--- src/rtl/pwr_req_pkg.sv ---
// Shared encodings for the power-request controller.
// Assumes configuration fields are static while a decision is in flight.
package pwr_req_pkg;
    typedef enum logic [1:0] {
        SRC_AUTO = 2'd0,
        SRC_SOFT = 2'd1,
        SRC_PIN  = 2'd2,
        SRC_RSVD = 2'd3
    } src_e;

    typedef enum logic [1:0] {
        PM_LEVEL  = 2'd0,
        PM_EDGE   = 2'd1,
        PM_BUTTON = 2'd2,
        PM_LEVEL2 = 2'd3
    } pin_mode_e;
endpackage

--- src/rtl/pen_sync.sv ---
// Multi-flop synchronizer for the asynchronous enable pin.
// Assumes STAGES >= 2; output is low during reset.
module pen_sync #(
    parameter int STAGES = 2
) (
    input  logic clk,
    input  logic rst_n,
    input  logic d_in,
    output logic d_out
);
    logic [STAGES-1:0] chain;

    genvar g;
    generate
        for (g = 0; g < STAGES; g++) begin : g_stage
            // shift the pin one flop further along the chain
            always_ff @(posedge clk) begin
                if (!rst_n) chain[g] <= 1'b0;
                else if (g == 0) chain[g] <= d_in;
                else chain[g] <= chain[(g == 0) ? 0 : g-1];
            end
        end
    endgenerate

    assign d_out = chain[STAGES-1];
endmodule

--- src/rtl/pen_filter.sv ---
// Tick-counting filter for the synchronized pin. A change is accepted when
// the pin has differed from the accepted value for the selected number of
// ticks; any return to the accepted value restarts the count. Selection 0
// bypasses the count. Emits one-cycle rise/fall flags with the change.
module pen_filter #(
    parameter int DB_SHORT = 25,
    parameter int DB_MID   = 50,
    parameter int DB_LONG  = 100
) (
    input  logic       clk,
    input  logic       rst_n,
    input  logic       tick,
    input  logic [1:0] dbnc_sel,
    input  logic       pin_s,
    output logic       flt,
    output logic       rise,
    output logic       fall
);
    localparam int CW = $clog2(DB_LONG + 1);

    logic [CW-1:0] cnt;
    logic [CW-1:0] limit;

    // choose the tick count for the selected filter length
    always_comb begin
        case (dbnc_sel)
            2'd1:    limit = CW'(DB_SHORT);
            2'd2:    limit = CW'(DB_MID);
            default: limit = CW'(DB_LONG);
        endcase
    end

    // count qualifying ticks and flip the accepted value when done
    always_ff @(posedge clk) begin
        if (!rst_n) begin
            flt  <= 1'b0;
            cnt  <= '0;
            rise <= 1'b0;
            fall <= 1'b0;
        end else begin
            rise <= 1'b0;
            fall <= 1'b0;
            if (dbnc_sel == 2'd0) begin
                cnt <= '0;
                flt <= pin_s;
                rise <= pin_s & ~flt;
                fall <= ~pin_s & flt;
            end else if (pin_s == flt) begin
                cnt <= '0;
            end else if (tick) begin
                if (cnt == limit - 1'b1) begin
                    cnt  <= '0;
                    flt  <= pin_s;
                    rise <= pin_s;
                    fall <= ~pin_s;
                end else begin
                    cnt <= cnt + 1'b1;
                end
            end
        end
    end


    hold_between_ticks_chk: assert property (@(posedge clk) disable iff (!rst_n)
        (dbnc_sel != 2'd0 && !tick) |=> $stable(flt));

    rise_matches_level_chk: assert property (@(posedge clk) disable iff (!rst_n)
        rise |-> (flt && !fall));
endmodule

--- src/rtl/req_core.sv ---
// Request decision: merges automatic, software and pin sources into a
// stored request, applies shutdown/off priority, gates with lockout and
// registers the result. Assumes strobes and flags are synchronous.
module req_core
    import pwr_req_pkg::*;
(
    input  logic       clk,
    input  logic       rst_n,
    input  logic       tick,
    input  logic       shdn,
    input  logic       uvlo,
    input  logic       sw_on,
    input  logic       sw_off,
    input  logic [1:0] src_sel,
    input  logic [1:0] pin_mode,
    input  logic       pin_rise,
    input  logic       pin_fall,
    output logic       pwr_req
);
    logic latch_q, latch_d;
    logic auto_done, auto_fire;
    src_e      src;
    pin_mode_e pm;

    assign src = src_e'(src_sel);
    assign pm  = pin_mode_e'(pin_mode);
    assign auto_fire = (src == SRC_AUTO) && !auto_done && tick && !uvlo && !shdn;

    // next stored request, highest priority first
    always_comb begin
        latch_d = latch_q;
        if (shdn) latch_d = 1'b0;
        else if (sw_off) latch_d = 1'b0;
        else if (sw_on) latch_d = 1'b1;
        else if (auto_fire) latch_d = 1'b1;
        else if (src == SRC_PIN) begin
            case (pm)
                PM_EDGE:   if (pin_rise) latch_d = 1'b1;
                PM_BUTTON: if (pin_fall) latch_d = ~latch_q;
                default: begin
                    if (pin_rise) latch_d = 1'b1;
                    else if (pin_fall) latch_d = 1'b0;
                end
            endcase
        end
    end

    // store request, remember the one automatic start, register output
    always_ff @(posedge clk) begin
        if (!rst_n) begin
            latch_q   <= 1'b0;
            auto_done <= 1'b0;
            pwr_req   <= 1'b0;
        end else begin
            latch_q <= latch_d;
            if (auto_fire) auto_done <= 1'b1;
            pwr_req <= latch_d & ~uvlo & ~shdn;
        end
    end


    sw_off_forces_low_chk: assert property (@(posedge clk) disable iff (!rst_n)
        sw_off |=> !pwr_req);

    shdn_forces_low_chk: assert property (@(posedge clk) disable iff (!rst_n)
        shdn |=> !pwr_req);

    uvlo_blocks_req_chk: assert property (@(posedge clk) disable iff (!rst_n)
        uvlo |=> !pwr_req);

    auto_once_chk: assert property (@(posedge clk) disable iff (!rst_n)
        (auto_done && src == SRC_AUTO && !sw_on && !latch_q) |=> !latch_q);
endmodule

--- src/rtl/edge_pulse.sv ---
// Turns the registered request level into one-cycle start/stop pulses.
// Assumes the level is a flop output.
module edge_pulse (
    input  logic clk,
    input  logic rst_n,
    input  logic level,
    output logic on_pulse,
    output logic off_pulse
);
    logic prev_q;

    // keep last cycle's level for edge comparison
    always_ff @(posedge clk) begin
        if (!rst_n) prev_q <= 1'b0;
        else prev_q <= level;
    end

    assign on_pulse  = level & ~prev_q;
    assign off_pulse = ~level & prev_q;


    start_single_chk: assert property (@(posedge clk) disable iff (!rst_n)
        on_pulse |=> !on_pulse);

    stop_single_chk: assert property (@(posedge clk) disable iff (!rst_n)
        off_pulse |=> !off_pulse);
endmodule

--- src/rtl/pwr_req_ctrl.sv ---
// Top of the power-request controller: pin synchronizer, tick filter,
// request decision and pulse generation. Assumes tick_ms is a one-cycle
// pulse synchronous to clk.
module pwr_req_ctrl #(
    parameter int SYNC_STAGES = 2,
    parameter int DB_SHORT    = 25,
    parameter int DB_MID      = 50,
    parameter int DB_LONG     = 100
) (
    input  logic       clk,
    input  logic       rst_n,
    input  logic       tick_ms,
    input  logic       pen_pin,
    input  logic       shdn,
    input  logic       uvlo,
    input  logic       sw_on,
    input  logic       sw_off,
    input  logic [1:0] src_sel,
    input  logic [1:0] pin_mode,
    input  logic [1:0] dbnc_sel,
    output logic       pwr_req,
    output logic       seq_start,
    output logic       seq_stop
);
    logic pin_s, pin_flt, pin_rise, pin_fall;

    pen_sync #(.STAGES(SYNC_STAGES)) u_sync (
        .clk(clk), .rst_n(rst_n), .d_in(pen_pin), .d_out(pin_s)
    );

    pen_filter #(.DB_SHORT(DB_SHORT), .DB_MID(DB_MID), .DB_LONG(DB_LONG)) u_filt (
        .clk(clk), .rst_n(rst_n), .tick(tick_ms), .dbnc_sel(dbnc_sel),
        .pin_s(pin_s), .flt(pin_flt), .rise(pin_rise), .fall(pin_fall)
    );

    req_core u_core (
        .clk(clk), .rst_n(rst_n), .tick(tick_ms), .shdn(shdn), .uvlo(uvlo),
        .sw_on(sw_on), .sw_off(sw_off), .src_sel(src_sel), .pin_mode(pin_mode),
        .pin_rise(pin_rise), .pin_fall(pin_fall), .pwr_req(pwr_req)
    );

    edge_pulse u_pulse (
        .clk(clk), .rst_n(rst_n), .level(pwr_req),
        .on_pulse(seq_start), .off_pulse(seq_stop)
    );


    quiet_after_reset_chk: assert property (@(posedge clk)
        !rst_n |=> (!pwr_req && !seq_start && !seq_stop));
endmodule

--- config.mk ---
export PLATFORM = sky130hd
export DESIGN_NAME = pwr_req_ctrl
export DESIGN_NICKNAME = d
export VERILOG_FILES = /design/src/rtl/pwr_req_pkg.sv /design/src/rtl/pen_sync.sv /design/src/rtl/pen_filter.sv /design/src/rtl/req_core.sv /design/src/rtl/edge_pulse.sv /design/src/rtl/pwr_req_ctrl.sv
export SDC_FILE = /design/constraint.sdc
export NUM_CORES = 1
export LEC_CHECK = 0
export CAP_MARGIN = 20
export CORE_UTILIZATION = 35
export CTS_BUF_LIST = sky130_fd_sc_hd__clkbuf_8
export DETAILED_ROUTE_END_ITERATION = 10
export DONT_BUFFER_PORTS = 1
export PLACE_DENSITY = 0.48
export SLEW_MARGIN = 10
export SYNTH_ARGS = -nofsm -noshare
export SYNTH_HDL_FRONTEND = slang
export SYNTH_HIERARCHICAL = 1
export SYNTH_SLANG_ARGS = --single-unit
--- constraint.sdc ---
create_clock -name clk -period 2.1 [get_ports clk]
set_clock_uncertainty 0.15 [all_clocks]
set_input_delay 0.21 -clock clk [delete_from_list [all_inputs] [get_ports clk]]
set_output_delay 0.21 -clock clk [all_outputs]
set_load 0.01 [all_outputs]
* Word-level counts from Yosys, hierarchy flattened *
Cells that the tools add are included.

word-level totals
  bits in registers = 16
  bits of input ports = 14
  output and inout port bits = 3

cells by class
  reduce and logical (&&, ||, !) cells = 13
  muxes and demuxes = 24
  equal/unequal tests = 8
  bitwise logic cells = 14
  add/sub/neg operators = 2

operators by type and width
  kind                                                    count
  2-to-1 mux 1 bit                                        21
  one-hot mux 7 bit (2 select lines)                      1
  inverter 1 bit                                          8
  adder 7 x 1 -> 7 bit (second input constant)            1
  == test 7 bit                                           1
  2-to-1 mux 7 bit                                        1
  subtractor 7 x 1 -> 7 bit (second input constant)       1
  AND 1 bit                                               6
  == test 2 bit (second input constant)                   3
  == test 2 x 1 -> 1 bit (second input constant)          2
  logical AND 1 bit                                       4
  logical NOT 2 bit                                       2
  nonzero test 2 bit                                      2
  logical NOT 1 bit                                       3
  AND reduction 3 bit                                     1
  OR reduction 3 bit                                      1
  inequality test 2 x 1 -> 1 bit (second input constant)  1
  one-hot mux 1 bit (2 select lines)                      1
  == test 1 bit                                           1

* Longest topological paths before layout *
  depth in word-level cells = 11
  depth in mapped cells = 6

* Cells and area by module *
Netlist, hierarchy kept.

by module, submodules not included
  module      cells an instance  area each (µm²)  instances
  pen_filter  60                 569.3            1
  req_core    20                 193.9            1
  pen_sync    4                  52.6             1
  edge_pulse  4                  38.8             1

* Worst setup path before layout *
OpenSTA, ideal clock, no wires.

  kind = in2reg
  start = in dbnc_sel[1]
  end = reg u_filt.flt
  cell stages on the path = 6
  required time = 1.828 ns
  setup time = 0.122 ns
  setup slack = 0.355 ns
  arrival time = 1.473 ns
  cell sequence = inv_1 > ha_1 > and4bb_1 > o22ai_1 > o41a_1 > mux2i_1

between the ends
  word-level cells in the longest chain between the ends = 6
  elaborated cells on any way between the ends = 11
  classes of those cells = add/sub: 1; eq/ne: 4; mux: 2; reduce/logical: 4

ends and longest elaborated chain
  item                                                            RTL line            source
  from (decl)                                                     pwr_req_ctrl.sv:20  input logic [1:0] dbnc_sel,
  == test 2 bit / == test 2 x 1 -> 1 bit (equally long branches)  pen_filter.sv:26    case (dbnc_sel)
  one-hot mux 7 bit (2 select lines)                              pen_filter.sv:26
  subtractor 7 x 1 -> 7 bit                                       pen_filter.sv:51    if (cnt == limit - 1'b1) begin
  == test 7 bit                                                   pen_filter.sv:51
  nonzero test 2 bit (no source line)                             --
  AND reduction 3 bit (no source line)                            --
  to (signal assigned)                                            pen_filter.sv:45    flt <= pin_s;
  to (signal assigned)                                            pen_filter.sv:53    flt <= pin_s;
  to (decl)                                                       pen_filter.sv:15    output logic flt,

Several ways; a longest one is shown, not always the timed one.
A chain may end at the register's enable or synchronous reset.

* Final worst setup path *
  start = reg u_filt.fall
  end = reg u_core.pwr_req

between the ends
  word-level cells in the longest chain between the ends = 10
  elaborated cells on any way between the ends = 11
  classes of those cells = mux: 9; bitwise: 2

ends and longest elaborated chain
  item                                  RTL line          source
  from (decl)                           pen_filter.sv:17  output logic fall
  from (signal assigned)                pen_filter.sv:47  fall <= ~pin_s & flt;
  from (signal assigned)                pen_filter.sv:55  fall <= ~pin_s;
  2-to-1 mux 1 bit                      req_core.sv:42    else if (pin_fall) latch_d = 1'b0;
  2-to-1 mux 1 bit                      req_core.sv:41    if (pin_rise) latch_d = 1'b1;
  one-hot mux 1 bit (2 select lines) *  req_core.sv:37    case (pm)
  2-to-1 mux 1 bit *                    req_core.sv:36    else if (src == SRC_PIN) begin
  2-to-1 mux 1 bit *                    req_core.sv:35    else if (auto_fire) latch_d = 1'b1;
  2-to-1 mux 1 bit *                    req_core.sv:34    else if (sw_on) latch_d = 1'b1;
  2-to-1 mux 1 bit *                    req_core.sv:33    else if (sw_off) latch_d = 1'b0;
  2-to-1 mux 1 bit *                    req_core.sv:32    if (shdn) latch_d = 1'b0;
  AND 1 bit * (2 in a row)              req_core.sv:57    pwr_req <= latch_d & ~uvlo & ~shdn;
  to (signal assigned)                  req_core.sv:57
  to (decl)                             req_core.sv:18    output logic pwr_req

Every way passes the cells marked *; elsewhere a longest branch is shown, timed or not.

==> flow_metrics.env <==
export IMPL_fmax_mhz=555
export IMPL_cts_buffers_inserted=3
export IMPL_synthCells=88
export IMPL_drive_above_1_share_pct=12.0
export IMPL_totalWireLength_mm=1.46
export IMPL_globalplace_congestion=0.759
export IMPL_worst_pin_slew_ns=0.353
export IMPL_post_cts_setup_buffers=0
export IMPL_min_period_over_period_pct=85.8
export IMPL_slew_headroom_pct=76.4
export IMPL_path_max_fanout=2
export IMPL_rsz0062_at_grt="no"
export IMPL_fp_row_count=17
export IMPL_power_density_mw_per_mm2=625
export IMPL_root_buffer="clkbuf_8"
export IMPL_end_kind="flip-flop"
export IMPL_synthXorXnorAreaFrac_pct=7.17
export IMPL_synth_fp_nets=109
export IMPL_synthAdderAreaFrac_pct=10.2
export IMPL_num_antenna_cells=0
export IMPL_nets=122
export IMPL_port_buffers=0
export IMPL_drc=0
export IMPL_dieArea_sq_mm=0.00264
export IMPL_post_drt_wl_per_cell_um=11.4
export IMPL_layout_commonest_cell="dfxtp_1"
export IMPL_io_pins=17
export IMPL_dpl_hpwl_mm=1.08
export IMPL_synthMuxAreaShare_pct=5.27
export IMPL_dr_pass1_iters=3
export IMPL_mostFrequentLayoutCells="dfxtp_1 (16), nor2_1 (13), dlygate4sd3_1 (7), ha_1 (7)"
export IMPL_ys_warn_count=6
export IMPL_required_ns=2.07
export IMPL_seq_area_frac_synth_pct=37.5
export IMPL_h_tree_depth=1
export IMPL_avgViaCountPerCell=4.71
export IMPL_grt_first_pass_wirelength_mm=2.47
export IMPL_setup_viol_count_final=0
export IMPL_placed_cells=117
export IMPL_fin_crit_ns=1.80
export IMPL_drt_iter0_drc=4
export IMPL_cts_sinks=16
export IMPL_report_final_slew_viol_count=0
export IMPL_path_clk_slew_ns=0.06
export IMPL_antenna_found_initial=0
export IMPL_p_leak_nw=0.395
export IMPL_synth_compound_area_share_pct=8.78
export IMPL_grt_max_degree=10
export IMPL_tns_ns=0
export IMPL_yosysTopAreaCellShare_pct=37.5
export IMPL_area_growth_pct=19.6
export IMPL_path_class="flip-flop to flip-flop"
export IMPL_synth_avg_cell_area_sq_um=9.71
export IMPL_peakVddDrop_mv=0.364
export IMPL_synth_area_top_cells="dfxtp_1 (37%), ha_1 (10%), nor2_1 (5.7%)"
export IMPL_clk_path_buf_depth=2
export IMPL_hold_class="primary input to flip-flop"
export IMPL_synth_distinct_cells=29
export IMPL_netlist_area_sq_um=855
export IMPL_final_cells=128
export IMPL_core_sq_mm=0.00225
export IMPL_grt_use_total_pct=12.9
export IMPL_status="complete, no violations"
export IMPL_critPathArrivalTime_ns=1.77
export IMPL_hold_violations=0
export IMPL_drv_cap=0
export IMPL_insertion_delay_ns=0.25
export IMPL_synth_simple_area_share_pct=28.4
export IMPL_grt_pass1_vias=616
export IMPL_grt_remaining_overflow=0
export IMPL_cts_tree="done"
export IMPL_yosys_register_bits=16
export IMPL_startpoint_type="flip-flop"
export IMPL_initial_core_util_pct=37.9
export IMPL_route_vias_total=603
export IMPL_synth_top_cell_by_area="dfxtp_1"
export IMPL_die_w_um=51.4
export IMPL_synth_top_family_by_area="simple AND/OR/NAND/NOR gates"
export IMPL_ant_nets=0
export IMPL_fp_dieH_um=51.4
-- metal layers --
metal | share of wire (%) | global-route usage, % | routed length, um | vias up
met5 | 0 | 0 | 0 | -
met4 | 0.62 | 4.05 | 9 | 0
met3 | 6.4 | 5.36 | 94 | 2
met2 | 42 | 21.0 | 609 | 18
met1 | 51 | 15.2 | 746 | 257
li1 | - | - | - | 326
-- sequential cells by signal, summed over array words and instances (netlist names) --
register,flops
u_core/auto_done,1
u_core/latch_q,1
u_core/pwr_req,1
u_filt/cnt,7
u_filt/fall,1
u_filt/flt,1
u_filt/rise,1
u_pulse/prev_q,1
u_sync/chain,1
u_sync/d_out,1
-- cells in the mapped netlist --
library cell	instances
o22ai_1	1
nand2_1	6
a2111oi_2	1
o31a_1	1
o21ai_1	1
and2_1	3
xnor2_1	4
or4b_1	1
dfxtp_1	16
inv_1	6
and4bb_1	2
nor2b_1	4
and2b_4	1
nor2_1	13
nor3b_1	2
o21a_1	1
o41a_1	1
and3b_1	1
o311ai_2	1
a21oi_1	1
ha_1	7
nand4_1	2
nor3_1	1
nor3b_2	2
xor2_1	3
mux2_4	1
mux2i_1	3
nand2b_1	1
nor3_2	1
-- metrics by stage --
step                utilization [%]  power, mW  hold slack [ns]  worst slack (ns)  cell area [sq um]
detailed placement             39.8      0.362            0.159             0.274                897
finish                         45.3      0.639           0.0169             0.298               1020
floorplan                         -      0.355            0.139             0.355                855
global placement               39.8      0.362            0.148             0.303                897
CTS                            45.3      0.650          0.00231             0.291               1020
global route                   45.3      0.677           0.0285             0.191               1020
-- cells by family (layout without fill, tap and decap cells) --
kind of cell,count (synthesis),in the layout
compound gates,8,8
buf+inv,6,18
xor+xnor,7,7
simple gates,40,40
fa+ha+maj,7,7
mux,4,4
flops,16,16
-- worst max-delay path, cell delays in order, from the launching register on --
cell	delay (ns)
dfxtp_1	0.30
inv_1	0.04
ha_1	0.20
mux2_4	0.26
o31a_1	0.25
a2111oi_2	0.37
nor3_1	0.10
-- report_power, final --
group | total (mW) | switching (mW) | internal [mW]
Sequential | 0.312 | 0.00363 | 0.309
Combinational | 0.0560 | 0.0242 | 0.0319
Clock | 0.271 | 0.105 | 0.166
-- layout make-up --
type                       instances  area [sq um]
clock buffer                       4          55.1
fill                             229          1230
inverter                           6          22.5
multi-input combinational         66           512
tap                               28          35.0
timing repair buffer               8          77.6
sequential                        16           320
-- worst paths after layout --
kind	from	to	slack, ns	cells past startpoint
setup / recovery	u_filt/fall$_SDFF_PN0_	u_core/pwr_req$_SDFF_PN0_	0.30	6
hold / removal	shdn	u_core/latch_q$_SDFF_PN0_	0.02	3
setup reg to reg	u_filt/fall$_SDFF_PN0_	u_core/pwr_req$_SDFF_PN0_	0.30	6
hold reg to reg	u_sync/chain[0]$_SDFF_PN0_	u_sync/d_out$_SDFF_PN0_	0.29	1
-- repair_timing --
action / 4_1_cts / 5_1_grt
hold buffers: 7 / 0
endpoints found under the hold margin: 11 / 0
resized for setup: 0 / 0
(Power assumes the default switching activity.)
